<file path="src/rtl/spi_flash_pkg.sv">
package spi_flash_pkg;

  typedef enum logic [1:0] {
    PH_OPC  = 2'd0,
    PH_ADDR = 2'd1,
    PH_DATA = 2'd2,
    PH_SKIP = 2'd3
  } phase_t;

  // strobes from control to datapath, valid for one clock
  typedef struct packed {
    logic clear;      // chip select inactive: drop partial shift state
    logic shiftOp;    // take one opcode bit
    logic shiftAddr;  // take one address bit
    logic issueAddr;  // last address bit taken: issue command
    logic issueStat;  // last opcode bit of a no-address command
    logic take;       // falling edge starts a new output byte
    logic step;       // falling edge shifts the current output byte
    logic incr;       // next byte address increments
    logic dual;       // two bits per clock
  } strobe_t;

endpackage

</file>
<file path="src/rtl/spi_flash_ctrl.sv">
module spi_flash_ctrl
  import spi_flash_pkg::*;
#(
  parameter int          ADDR_IN_W = 24,
  parameter logic [7:0]  RD_OP     = 8'h03,
  parameter logic [7:0]  DUAL_OP   = 8'h3B,
  parameter logic [7:0]  STAT_OP   = 8'h05
) (
  input  logic       clk,
  input  logic       rstN,
  input  logic       csActive,
  input  logic       sckRise,
  input  logic       sckFall,
  input  logic [7:0] opNext,
  output strobe_t    stb,
  output logic       dataPhase,
  output logic       dualMode
);

  localparam int CNT_W = $clog2(ADDR_IN_W);
  localparam logic [CNT_W-1:0] OP_LAST   = CNT_W'(7);
  localparam logic [CNT_W-1:0] ADDR_LAST = CNT_W'(ADDR_IN_W - 1);

  phase_t           phase;
  logic [CNT_W-1:0] bitCnt;
  logic [1:0]       outCnt;
  logic [2:0]       outCntWide;
  logic             statMode;
  logic             isRead, isDual, isStat, known;

  assign isRead = (opNext == RD_OP);
  assign isDual = (opNext == DUAL_OP);
  assign isStat = (opNext == STAT_OP);
  assign known  = isRead | isDual | isStat;

  assign dataPhase = (phase == PH_DATA);
  assign outCnt    = outCntWide[1:0];

  always_comb begin
    stb       = '0;
    stb.dual  = dualMode;
    stb.incr  = !statMode;
    if (!csActive) begin
      stb.clear = 1'b1;
    end else begin
      unique case (phase)
        PH_OPC: if (sckRise) begin
          stb.shiftOp = 1'b1;
          if (bitCnt == OP_LAST && isStat) stb.issueStat = 1'b1;
        end
        PH_ADDR: if (sckRise) begin
          stb.shiftAddr = 1'b1;
          if (bitCnt == ADDR_LAST) stb.issueAddr = 1'b1;
        end
        PH_DATA: if (sckFall) begin
          if (outCntWide == 3'd0) stb.take = 1'b1;
          else                    stb.step = 1'b1;
        end
        default: ;
      endcase
    end
  end

  always_ff @(posedge clk or negedge rstN) begin
    if (!rstN) begin
      phase      <= PH_OPC;
      bitCnt     <= '0;
      outCntWide <= '0;
      dualMode   <= 1'b0;
      statMode   <= 1'b0;
    end else if (!csActive) begin
      phase      <= PH_OPC;
      bitCnt     <= '0;
      outCntWide <= '0;
      dualMode   <= 1'b0;
      statMode   <= 1'b0;
    end else begin
      unique case (phase)
        PH_OPC: if (sckRise) begin
          if (bitCnt == OP_LAST) begin
            bitCnt   <= '0;
            dualMode <= isDual;
            statMode <= isStat;
            if (!known)      phase <= PH_SKIP;
            else if (isStat) phase <= PH_DATA;
            else             phase <= PH_ADDR;
          end else begin
            bitCnt <= bitCnt + 1'b1;
          end
        end
        PH_ADDR: if (sckRise) begin
          if (bitCnt == ADDR_LAST) begin
            bitCnt <= '0;
            phase  <= PH_DATA;
          end else begin
            bitCnt <= bitCnt + 1'b1;
          end
        end
        PH_DATA: if (sckFall) begin
          if (outCntWide == 3'd0) outCntWide <= dualMode ? 3'd3 : 3'd7;
          else                    outCntWide <= outCntWide - 1'b1;
        end
        default: ;
      endcase
    end
  end

  // outCnt kept for width visibility of the dual counter range
  logic unusedLow;
  assign unusedLow = ^outCnt;

endmodule

</file>
<file path="src/rtl/spi_flash_dpath.sv">
module spi_flash_dpath
  import spi_flash_pkg::*;
#(
  parameter int ADDR_W = 22
) (
  input  logic              clk,
  input  logic              rstN,
  input  strobe_t           stb,
  input  logic              siBit,
  input  logic [7:0]        rdData,
  output logic [7:0]        opNext,
  output logic              cmdValid,
  output logic [7:0]        cmdOpcode,
  output logic [ADDR_W-1:0] cmdAddr,
  output logic              rdReq,
  output logic [ADDR_W-1:0] rdAddr,
  output logic              soBit,
  output logic              siOutBit
);

  logic [7:0]        opShift;
  logic [ADDR_W-2:0] addrShift;
  logic [ADDR_W-1:0] addrNext;
  logic [ADDR_W-1:0] curAddr;
  logic [ADDR_W-1:0] nextAddr;
  logic [7:0]        byteBuf;
  logic [7:0]        outShift;

  assign opNext   = {opShift[6:0], siBit};
  // only the low ADDR_W bits are kept: upper received bits fall off
  assign addrNext = {addrShift, siBit};
  assign nextAddr = stb.incr ? curAddr + 1'b1 : curAddr;

  always_ff @(posedge clk or negedge rstN) begin
    if (!rstN) begin
      opShift   <= '0;
      addrShift <= '0;
      curAddr   <= '0;
      byteBuf   <= '0;
      outShift  <= '0;
      cmdValid  <= 1'b0;
      cmdOpcode <= '0;
      cmdAddr   <= '0;
      rdReq     <= 1'b0;
      rdAddr    <= '0;
      soBit     <= 1'b0;
      siOutBit  <= 1'b0;
    end else begin
      cmdValid <= 1'b0;
      rdReq    <= 1'b0;
      if (rdReq) byteBuf <= rdData;
      if (stb.clear) begin
        opShift   <= '0;
        addrShift <= '0;
      end
      if (stb.shiftOp)   opShift   <= opNext;
      if (stb.shiftAddr) addrShift <= addrNext[ADDR_W-2:0];
      if (stb.issueAddr) begin
        cmdValid  <= 1'b1;
        cmdOpcode <= opShift;
        cmdAddr   <= addrNext;
        curAddr   <= addrNext;
        rdReq     <= 1'b1;
        rdAddr    <= addrNext;
      end
      if (stb.issueStat) begin
        cmdValid  <= 1'b1;
        cmdOpcode <= opNext;
        cmdAddr   <= '0;
        curAddr   <= '0;
        rdReq     <= 1'b1;
        rdAddr    <= '0;
      end
      if (stb.take) begin
        rdReq   <= 1'b1;
        rdAddr  <= nextAddr;
        curAddr <= nextAddr;
        if (stb.dual) begin
          siOutBit <= byteBuf[7];
          soBit    <= byteBuf[6];
          outShift <= {byteBuf[5:0], 2'b00};
        end else begin
          soBit    <= byteBuf[7];
          outShift <= {byteBuf[6:0], 1'b0};
        end
      end
      if (stb.step) begin
        if (stb.dual) begin
          siOutBit <= outShift[7];
          soBit    <= outShift[6];
          outShift <= {outShift[5:0], 2'b00};
        end else begin
          soBit    <= outShift[7];
          outShift <= {outShift[6:0], 1'b0};
        end
      end
    end
  end

endmodule

</file>
<file path="src/rtl/spi_flash_front.sv">
module spi_flash_front
  import spi_flash_pkg::*;
#(
  parameter int         SYNC_STAGES = 2,
  parameter int         ADDR_IN_W   = 24,
  parameter int         ADDR_W      = 22,
  parameter logic [7:0] RD_OP       = 8'h03,
  parameter logic [7:0] DUAL_OP     = 8'h3B,
  parameter logic [7:0] STAT_OP     = 8'h05
) (
  input  logic              clk,
  input  logic              rstN,
  input  logic              csN,
  input  logic              sck,
  input  logic              si,
  output logic              siOut,
  output logic              siOe,
  output logic              so,
  output logic              soOe,
  output logic              cmdValid,
  output logic [7:0]        cmdOpcode,
  output logic [ADDR_W-1:0] cmdAddr,
  output logic              rdReq,
  output logic [ADDR_W-1:0] rdAddr,
  input  logic [7:0]        rdData
);

  // {csN, sck, si} through SYNC_STAGES registers
  logic [2:0] syncChain [SYNC_STAGES+1];
  assign syncChain[0] = {csN, sck, si};

  for (genvar g = 0; g < SYNC_STAGES; g++) begin : g_sync
    always_ff @(posedge clk or negedge rstN) begin
      if (!rstN) syncChain[g+1] <= 3'b100;
      else       syncChain[g+1] <= syncChain[g];
    end
  end

  logic csS, sckS, siS, sckPrev;
  logic csActive, sckRise, sckFall;
  assign {csS, sckS, siS} = syncChain[SYNC_STAGES];

  always_ff @(posedge clk or negedge rstN) begin
    if (!rstN) sckPrev <= 1'b0;
    else       sckPrev <= sckS;
  end

  assign csActive = !csS;
  assign sckRise  = csActive &&  sckS && !sckPrev;
  assign sckFall  = csActive && !sckS &&  sckPrev;

  strobe_t    stb;
  logic [7:0] opNext;
  logic       dataPhase, dualMode;

  spi_flash_ctrl #(
    .ADDR_IN_W (ADDR_IN_W),
    .RD_OP     (RD_OP),
    .DUAL_OP   (DUAL_OP),
    .STAT_OP   (STAT_OP)
  ) i_ctrl (
    .clk       (clk),
    .rstN      (rstN),
    .csActive  (csActive),
    .sckRise   (sckRise),
    .sckFall   (sckFall),
    .opNext    (opNext),
    .stb       (stb),
    .dataPhase (dataPhase),
    .dualMode  (dualMode)
  );

  spi_flash_dpath #(
    .ADDR_W (ADDR_W)
  ) i_dpath (
    .clk       (clk),
    .rstN      (rstN),
    .stb       (stb),
    .siBit     (siS),
    .rdData    (rdData),
    .opNext    (opNext),
    .cmdValid  (cmdValid),
    .cmdOpcode (cmdOpcode),
    .cmdAddr   (cmdAddr),
    .rdReq     (rdReq),
    .rdAddr    (rdAddr),
    .soBit     (so),
    .siOutBit  (siOut)
  );

  assign soOe = dataPhase && csActive;
  assign siOe = soOe && dualMode;

endmodule

</file>
<file path="config.mk">
export PLATFORM = sky130hd
export DESIGN_NAME = spi_flash_front
export DESIGN_NICKNAME = d
export VERILOG_FILES = /design/src/rtl/spi_flash_pkg.sv /design/src/rtl/spi_flash_ctrl.sv /design/src/rtl/spi_flash_dpath.sv /design/src/rtl/spi_flash_front.sv
export SDC_FILE = /design/constraint.sdc
export NUM_CORES = 1
export LEC_CHECK = 0
export ABC_AREA = 1
export BUFFER_PORTS_ARGS = -buffer_cell sky130_fd_sc_hd__buf_2
export CORE_ASPECT_RATIO = 1.1
export CORE_UTILIZATION = 55
export DETAILED_ROUTE_END_ITERATION = 7
export PLACE_DENSITY = 0.86
export SLEW_MARGIN = 20
export SYNTH_ARGS = -nofsm -noshare
export SYNTH_HDL_FRONTEND = slang
export SYNTH_SLANG_ARGS = --single-unit
</file>
<file path="constraint.sdc">
create_clock -name clk -period 5.3 [get_ports clk]
set_clock_uncertainty 0.1 [all_clocks]
set_input_delay 0.265 -clock clk [delete_from_list [all_inputs] [get_ports clk]]
set_output_delay 0.265 -clock clk [all_outputs]
set_load 0.03 [all_outputs]
</file>
==> out/results.tsv, run 1 <==
stage	metric	value	unit
synth	synth_top_area_share	51.6	%
setup_path	cp.buffers_inverters	2	
setup_path	max_stage_delay	0.65	ns
synth	synth_area_leaders	dfrtp_1 52%, nand2_1 14%, inv_1 5.0%, nand3_1 4.4%, o21ai_0 3.4%	
setup_path	crit_chain	nor3_2, nand2_2, nor2_4, inv_2, nand3_2, nand2_2, clkinv_2, nand2_1, nand2_1	
detailed_routing	via_per_inst	5.72	
clock_network	cts_buffers	17	
final_layout	drive_above_1_share	16.1	%
pwr	pwr-share-comb	7.7	%
detailed_routing	drt_first_pass_iters	5	
sta	worst_slew_pin_slew	1.02	ns
pwr	seqPwrFrac	42.2	%
placed_design	dp_hpwl	8950	um
sta	grt_setup_unrepaired	no	
sta	holdWs	0.215	ns
clock_network	clock_sinks	119	
clock_network	h-tree-depth	4	
detailed_routing	wire_per_inst	15.5	um
detailed_routing	postRouteAntennaNets	0	
clock_network	ctsResizeCount	0	
die	coreArea	0.00994	mm^2
global_route	grt_pass1_wl	23000	um
setup_path	critPathMaxFanout	26	
setup_path	critical_path.slowest_cell	dfstp_2	
min_path	hold_class	in2async	
synth	synth_nets	699	
clock_network	clockRootBuffer	clkbuf_8	
clock_network	clk_pin_slew	0.06	ns
detailed_routing	num_vias	5086	
setup_path	end_kind	flip-flop	
pwr	clockPowerShare	50.1	%
detailed_routing	drc	0	
die	fp.dieH	109	um
die	row_count	38	
setup_path	path_class	reg2reg	
sta	fin_setup_tns	0	ns
detailed_routing	drt_iter0_drc	373	
sta	finalSetupViolCount	0	
final_layout	seqCellArea	0.00298	mm^2
synth	synthCells	682	
die	dieArea	0.0107	mm^2
die	start_util	57.1	%
placed_design	io_buffers	70	
sta	min_period_over_period	56.2	%
pwr	sw_frac_of_total	23.9	%
final_layout	area.growth.synth_to_final	19.7	%
run_status	status	finished, final reports clean	
setup_path	arrival	3.28	ns
final_layout	diodes	0	
final_layout	fin_cells	889	
final_layout	n_fill_cell	736	
clock_network	clk_path_buf_depth	2	
synth	yosysWarningCount	0	
synth	ys_seq_area_share	52.5	%
global_route	grt_start_max_net_pins	66	
synth	avgSynthCellArea	8.32	um^2
sta	slew_headroom	32.2	%
final_layout	fin_area	0.00680	mm^2
final_layout	multiInputGateArea	0.00227	mm^2
clock_network	worstSkewPairLatency	0.52	ns
synth	yosys.area.top_type	dfrtp_1	
setup_path	critPathRequiredTime	5.60	ns
sta	finalHoldViolCount	0	
global_route	track_usage	27.5	%
pwr	power_density	352	mW/mm^2
die	io_pins	71	
pwr	power.leakage	0.00334	uW
detailed_routing	totalWireLength	13800	um
placed_design	place_inst	845	
global_route	antenna_found_initial	0	
final_layout	nets	773	
placed_design	gp_congestion	0.875	
pwr	p_int	1820	uW
pwr	p_sw	572	uW
setup_path	cpLargestDelayFamily	simple AND/OR/NAND/NOR gates	
synth	ys_types	37	
clock_network	cts_tree	built	
synth	synth_area	0.00568	mm^2
global_route	first_global_vias	4839	
global_route	grt-ovfl-total	0	
sta	period_minus_slack	2.98	ns
setup_path	startpoint_type	flip-flop	
sta	finalMaxSlewViolations	0	
sta	fmaxAchievable	0.336	GHz
pwr	ir_drop	0.259	mV
placed_design	placed_area	0.00605	mm^2
synth	ys_ff_latch	119	
run	drv_cap	0	
die	die-width	98.9	um
[cells by family (layout without fill, tap and decap cells)]
| group | after synthesis | count (layout) | synth area share [%] |
|---|---|---|---|
| and+or+nand+nor | 322 | 322 | 24.0 |
| DFF | 119 | 119 | 52.5 |
| adders and majority gates | 4 | 4 | 0.882 |
| muxes | 3 | 3 | 0.595 |
| buffers and inverters | 107 | 194 | 7.67 |
| AOI/OAI and AO/OA | 117 | 117 | 12.8 |
| xor gates and xnor gates | 10 | 10 | 1.54 |
[cells in the mapped netlist (all sizes together)]
master	number
inv	78
xor2	6
nor2	40
clkinv	1
buf	20
dfstp	2
xnor2	4
nand3	51
o31ai	22
a21oi	6
dfrtp	117
nor3	7
a32oi	1
mux2	3
o21ai	44
nand2	214
o22ai	31
o211ai	4
or2	1
a32o	1
nand4	8
a31oi	1
o21bai	1
nand3b	1
ha	4
o221ai	6
clkbuf	8
[cell usage in the layout (no fill, tap or decap), types with 4 or more instances in the layout]
master and count:
a21oi_1 6, buf_2 69, bufinv_16 4, clkbuf_16 16, clkinv_2 4, dfrtp_1 117
dlygate4sd3_1 12, ha_1 4, inv_1 75, nand2_1 210, nand2_2 4, nand3_1 50
nand4_1 7, nor2_1 35, nor3_1 6, o211ai_1 4, o21ai_0 39, o21ai_1 5
o221ai_1 6, o22ai_1 31, o31ai_1 22, xnor2_1 4, xor2_1 6
[power groups by stage]
stage / combinational [uW] / sequential (uW) / clock (uW)
3_3_place_gp: 166 / 1020 / 0
6_report: 184 / 1010 / 1200
3_5_place_dp: 174 / 1020 / 0
2_1_floorplan: 113 / 1020 / 0
4_1_cts: 183 / 1010 / 1210
5_1_grt: 208 / 1010 / 1250
[metal layers]
| layer | track usage (%) | part of all wire (%) | up-vias |
|---|---|---|---|
| met5 | 0 | 0 | - |
| met2 | 44.4 | 48 | 202 |
| li1 | - | - | 2405 |
| met4 | 9.81 | 1.6 | 0 |
| met1 | 36.0 | 43 | 2450 |
| met3 | 7.37 | 6.7 | 29 |
[registers in the layout (all words and copies together), names as in the netlist]
signal	count
sckPrev	1
i_dpath.opShift	8
syncChain	3
i_ctrl.dualMode	1
i_dpath.cmdValid	1
i_dpath.rdReq	1
i_dpath.siOutBit	1
csS	1
i_dpath.cmdAddr	22
i_ctrl.outCntWide	3
i_dpath.cmdOpcode	8
i_dpath.curAddr	22
i_dpath.outShift	7
siS	1
i_ctrl.statMode	1
i_dpath.addrShift	21
sckS	1
i_dpath.soBit	1
i_ctrl.phase	2
i_dpath.byteBuf	8
i_ctrl.bitCnt	5
[worst paths after layout]
| path | start | to | slack (ns) | depth (start not counted) |
|---|---|---|---|---|
| setup / recovery | csS$_DFF_PN1_ | i_dpath.curAddr[17]$_DFFE_PN0P_ | 2.32 | 9 |
| hold / removal | rstN | syncChain[4]$_DFF_PN0_ | 0.22 | 2 |
| min in group clk | syncChain[3]$_DFF_PN0_ | siS$_DFF_PN0_ | 0.25 | 0 |
| setup reg to reg | csS$_DFF_PN1_ | i_dpath.curAddr[17]$_DFFE_PN0P_ | 2.32 | 9 |
| max in group asynchronous | rstN | i_dpath.curAddr[19]$_DFFE_PN0P_ | 3.62 | 3 |
| hold reg to reg | syncChain[3]$_DFF_PN0_ | siS$_DFF_PN0_ | 0.25 | 0 |
[final cells by class]
type | count | share of cell area, %
flip-flops and latches | 119 | 43.9
multi-input cells | 456 | 33.3
well taps | 120 | 2.21
clock buffers | 20 | 6.55
clock inverters | 12 | 2.58
repair buffers | 83 | 7.07
inverters | 79 | 4.38
[timing repair]
action                                 CTS  global route
setup buffers                            0             0
endpoints found under the hold margin   64             0
hold buffers                            12             0
[through the flow]
step / power [uW] / util (%) / setup slack, ns
after floorplan: 1130 / - / 3.41
after global placement: 1190 / 60.9 / 2.44
after detailed placement: 1200 / 60.9 / 2.41
after CTS: 2400 / 68.4 / 2.37
after global routing: 2470 / 68.4 / 2.12
final: 2390 / 68.4 / 2.32
(Power assumes the default switching activity.)
==> run 2, diff against run 1 <==
--- a/config.mk
+++ b/config.mk
@@ -8,7 +8,7 @@
 export ABC_AREA = 1
 export BUFFER_PORTS_ARGS = -buffer_cell sky130_fd_sc_hd__buf_2
 export CORE_ASPECT_RATIO = 1.1
-export CORE_UTILIZATION = 55
+export CORE_UTILIZATION = 52
 export DETAILED_ROUTE_END_ITERATION = 7
 export PLACE_DENSITY = 0.86
 export SLEW_MARGIN = 20
==> constraint.sdc (replaced) <==
create_clock -name clk -period 2.7 [get_ports clk]
set_clock_uncertainty 0.1 [all_clocks]
set_input_delay 0.135 -clock clk [delete_from_list [all_inputs] [get_ports clk]]
set_output_delay 0.135 -clock clk [all_outputs]
set_load 0.03 [all_outputs]
==> run 2 against run 1 <==
Effect of this change:
- routed wire length is 5.0% higher
- die area grew 5.7%
- sequential power increased by 96%
- worst setup slack lost 1.8 ns
- flip-flop and latch count stayed put
- cell count is 3.6% higher
- first-iteration DRC count is 32% higher
- utilization shrank 2.7 points
- critical path type unchanged
- highest routed layer unchanged
==> out/results.tsv, run 2 (synthesis gave the netlist of run 1 again) <==
stage	metric	value	unit	change
run_status	status	finished, final reports clean		
min_path	hold_class	in2async		
global_route	track_usage	27.4	%	-0.11 points
global_route	first_global_vias	5179		+7.0%
final_layout	diodes	0		unchanged
sta	min_period_over_period	80.6	%	+24 points
clock_network	clockRootBuffer	clkbuf_16		
die	dieArea	0.0113	mm^2	+5.7%
sta	holdWs	0.123	ns	-0.0928 ns
final_layout	n_fill_cell	804		+9.2%
placed_design	gp_congestion	0.904		+3.3%
clock_network	clock_sinks	119		unchanged
die	fp.dieH	112	um	+2.8%
setup_path	arrival	2.38	ns	-0.90 ns
setup_path	path_class	reg2reg		
final_layout	drive_above_1_share	17.1	%	+0.97 points
die	row_count	39		+2.6%
die	io_pins	71		unchanged
setup_path	max_stage_delay	0.65	ns	about the same
sta	finalSetupViolCount	0		unchanged
clock_network	cts_tree	built		
detailed_routing	totalWireLength	14500	um	+5.0%
clock_network	ctsResizeCount	0		unchanged
global_route	grt_pass1_wl	24100	um	+4.9%
detailed_routing	via_per_inst	5.68		-0.76%
global_route	grt-ovfl-total	0		unchanged
clock_network	cts_buffers	17		unchanged
clock_network	worstSkewPairLatency	0.41	ns	-0.11 ns
setup_path	rr_worst_depth	4		-5
setup_path	critical_path.slowest_cell	dfstp_2		
run	drv_cap	0		unchanged
pwr	ir_drop	0.482	mV	+86%
placed_design	place_inst	877		+3.8%
detailed_routing	wire_per_inst	15.7	um	+1.4%
final_layout	area.growth.synth_to_final	21.4	%	
final_layout	final_common_cell	nand2_1		
sta	finalHoldViolCount	0		unchanged
die	die-width	102	um	+2.8%
clock_network	h-tree-depth	4		unchanged
setup_path	worst_r2r_startpoint	csS$_DFF_PN1_		
detailed_routing	num_vias	5229		+2.8%
detailed_routing	drt_first_pass_iters	6		+1
final_layout	layout.cells.most_common_list	210 x nand2_1, 117 x dfrtp_1, 75 x inv_1		
setup_path	r2r_end	i_dpath.addrShift[13]$_DFFE_PN0P_		
setup_path	cp.buffers_inverters	0		-2
final_layout	fin_cells	921		+3.6%
clock_network	hold_buffers	12		unchanged
sta	fin_setup_tns	0	ns	unchanged
setup_path	reg2reg_slack	0.52	ns	-1.80 ns
sta	slew_headroom	54.5	%	+22 points
setup_path	critPathRequiredTime	2.90	ns	-2.70 ns
clock_network	clk_path_buf_depth	2		unchanged
detailed_routing	drc	0		unchanged
sta	grt_setup_unrepaired	no		
die	coreArea	0.0105	mm^2	+5.6%
final_layout	nets	782		+1.2%
pwr	power_density	680	mW/mm^2	+93%
sta	fmaxAchievable	0.459	GHz	+37%
setup_path	startpoint_type	flip-flop		
setup_path	crit_chain	nor3_2, nand2_2, nand2_1, o22ai_1		
clock_network	cts_setup_buffers	0		unchanged
final_layout	final_core_util	65.7	%	-2.7 points
placed_design	io_buffers	70		unchanged
clock_network	clk_pin_slew	0.05	ns	about the same
setup_path	end_kind	flip-flop		
detailed_routing	postRouteAntennaNets	0		unchanged
sta	finalMaxSlewViolations	0		unchanged
setup_path	critPathMaxFanout	24		-7.7%
die	start_util	54.1	%	-3.0 points
final_layout	reg.largest.list	i_dpath.cmdAddr (22), i_dpath.curAddr (22), i_dpath.addrShift (21)		
setup_path	cpLargestDelayFamily	simple AND/OR/NAND/NOR gates		
pwr	power.leakage	0.00337	uW	+1.0%
sta	worst_slew_pin_slew	0.681	ns	-0.336 ns
global_route	grt_start_max_net_pins	57		-14%
placed_design	dp_hpwl	9510	um	+6.3%
detailed_routing	drt_iter0_drc	492		+32%
global_route	antenna_found_initial	0		unchanged
sta	period_minus_slack	2.18	ns	-0.801 ns
## run 2: layer usage
layer	track usage [%]	up-vias	wire (um)	share of wire [%]
met1	35.6	2503	5870	41
met3	6.21	39	1070	7.4
met4	12.9	0	398	2.8
met2	43.4	266	7130	49
li1	-	2421	-	-
met5	0	-	0	0
## run 2: where the power goes
part / total (uW) / internal [uW] / switching, uW / leakage (uW)
registers: 1980 / 1900 / 79.3 / 0.00162
clock network: 2350 / 1530 / 816 / 0.000287
logic: 362 / 130 / 232 / 0.00147
total: 4690 / 3560 / 1130 / 0.00337
## run 2: per-stage QoR
stage | worst slack, ns | instance area [um^2] | power [uW]
CTS | 0.584 | 6890 | 4690
global placement | 0.665 | 6160 | 2320
finish | 0.523 | 6890 | 4690
detailed placement | 0.611 | 6160 | 2350
floorplan | 0.813 | 5680 | 2220
global route | 0.352 | 6890 | 4840
## run 2: how the worst max path moves through the flow
stage	startpoint	end	slack, ns	depth (start not counted)
after floorplan	i_dpath.curAddr[0]$_DFFE_PN0P_	i_dpath.curAddr[16]$_DFFE_PN0P_	0.81	10
after global placement	csS$_DFF_PN1_	i_dpath.curAddr[19]$_DFFE_PN0P_	0.67	9
after detailed placement	csS$_DFF_PN1_	i_dpath.curAddr[0]$_DFFE_PN0P_	0.61	9
after CTS	csS$_DFF_PN1_	i_dpath.addrShift[7]$_DFFE_PN0P_	0.58	4
after global routing	csS$_DFF_PN1_	i_dpath.addrShift[13]$_DFFE_PN0P_	0.35	4
final	csS$_DFF_PN1_	i_dpath.addrShift[13]$_DFFE_PN0P_	0.52	4
## run 2: cell type report
class / count / area, um^2 / area share, %
flip-flops and latches: 119 / 2980 / 43.3
inverters: 79 / 298 / 4.32
clock inverters: 14 / 183 / 2.65
multi-input cells: 456 / 2260 / 32.8
repair buffers: 92 / 561 / 8.14
clock buffers: 18 / 429 / 6.23
well taps: 143 / 179 / 2.60
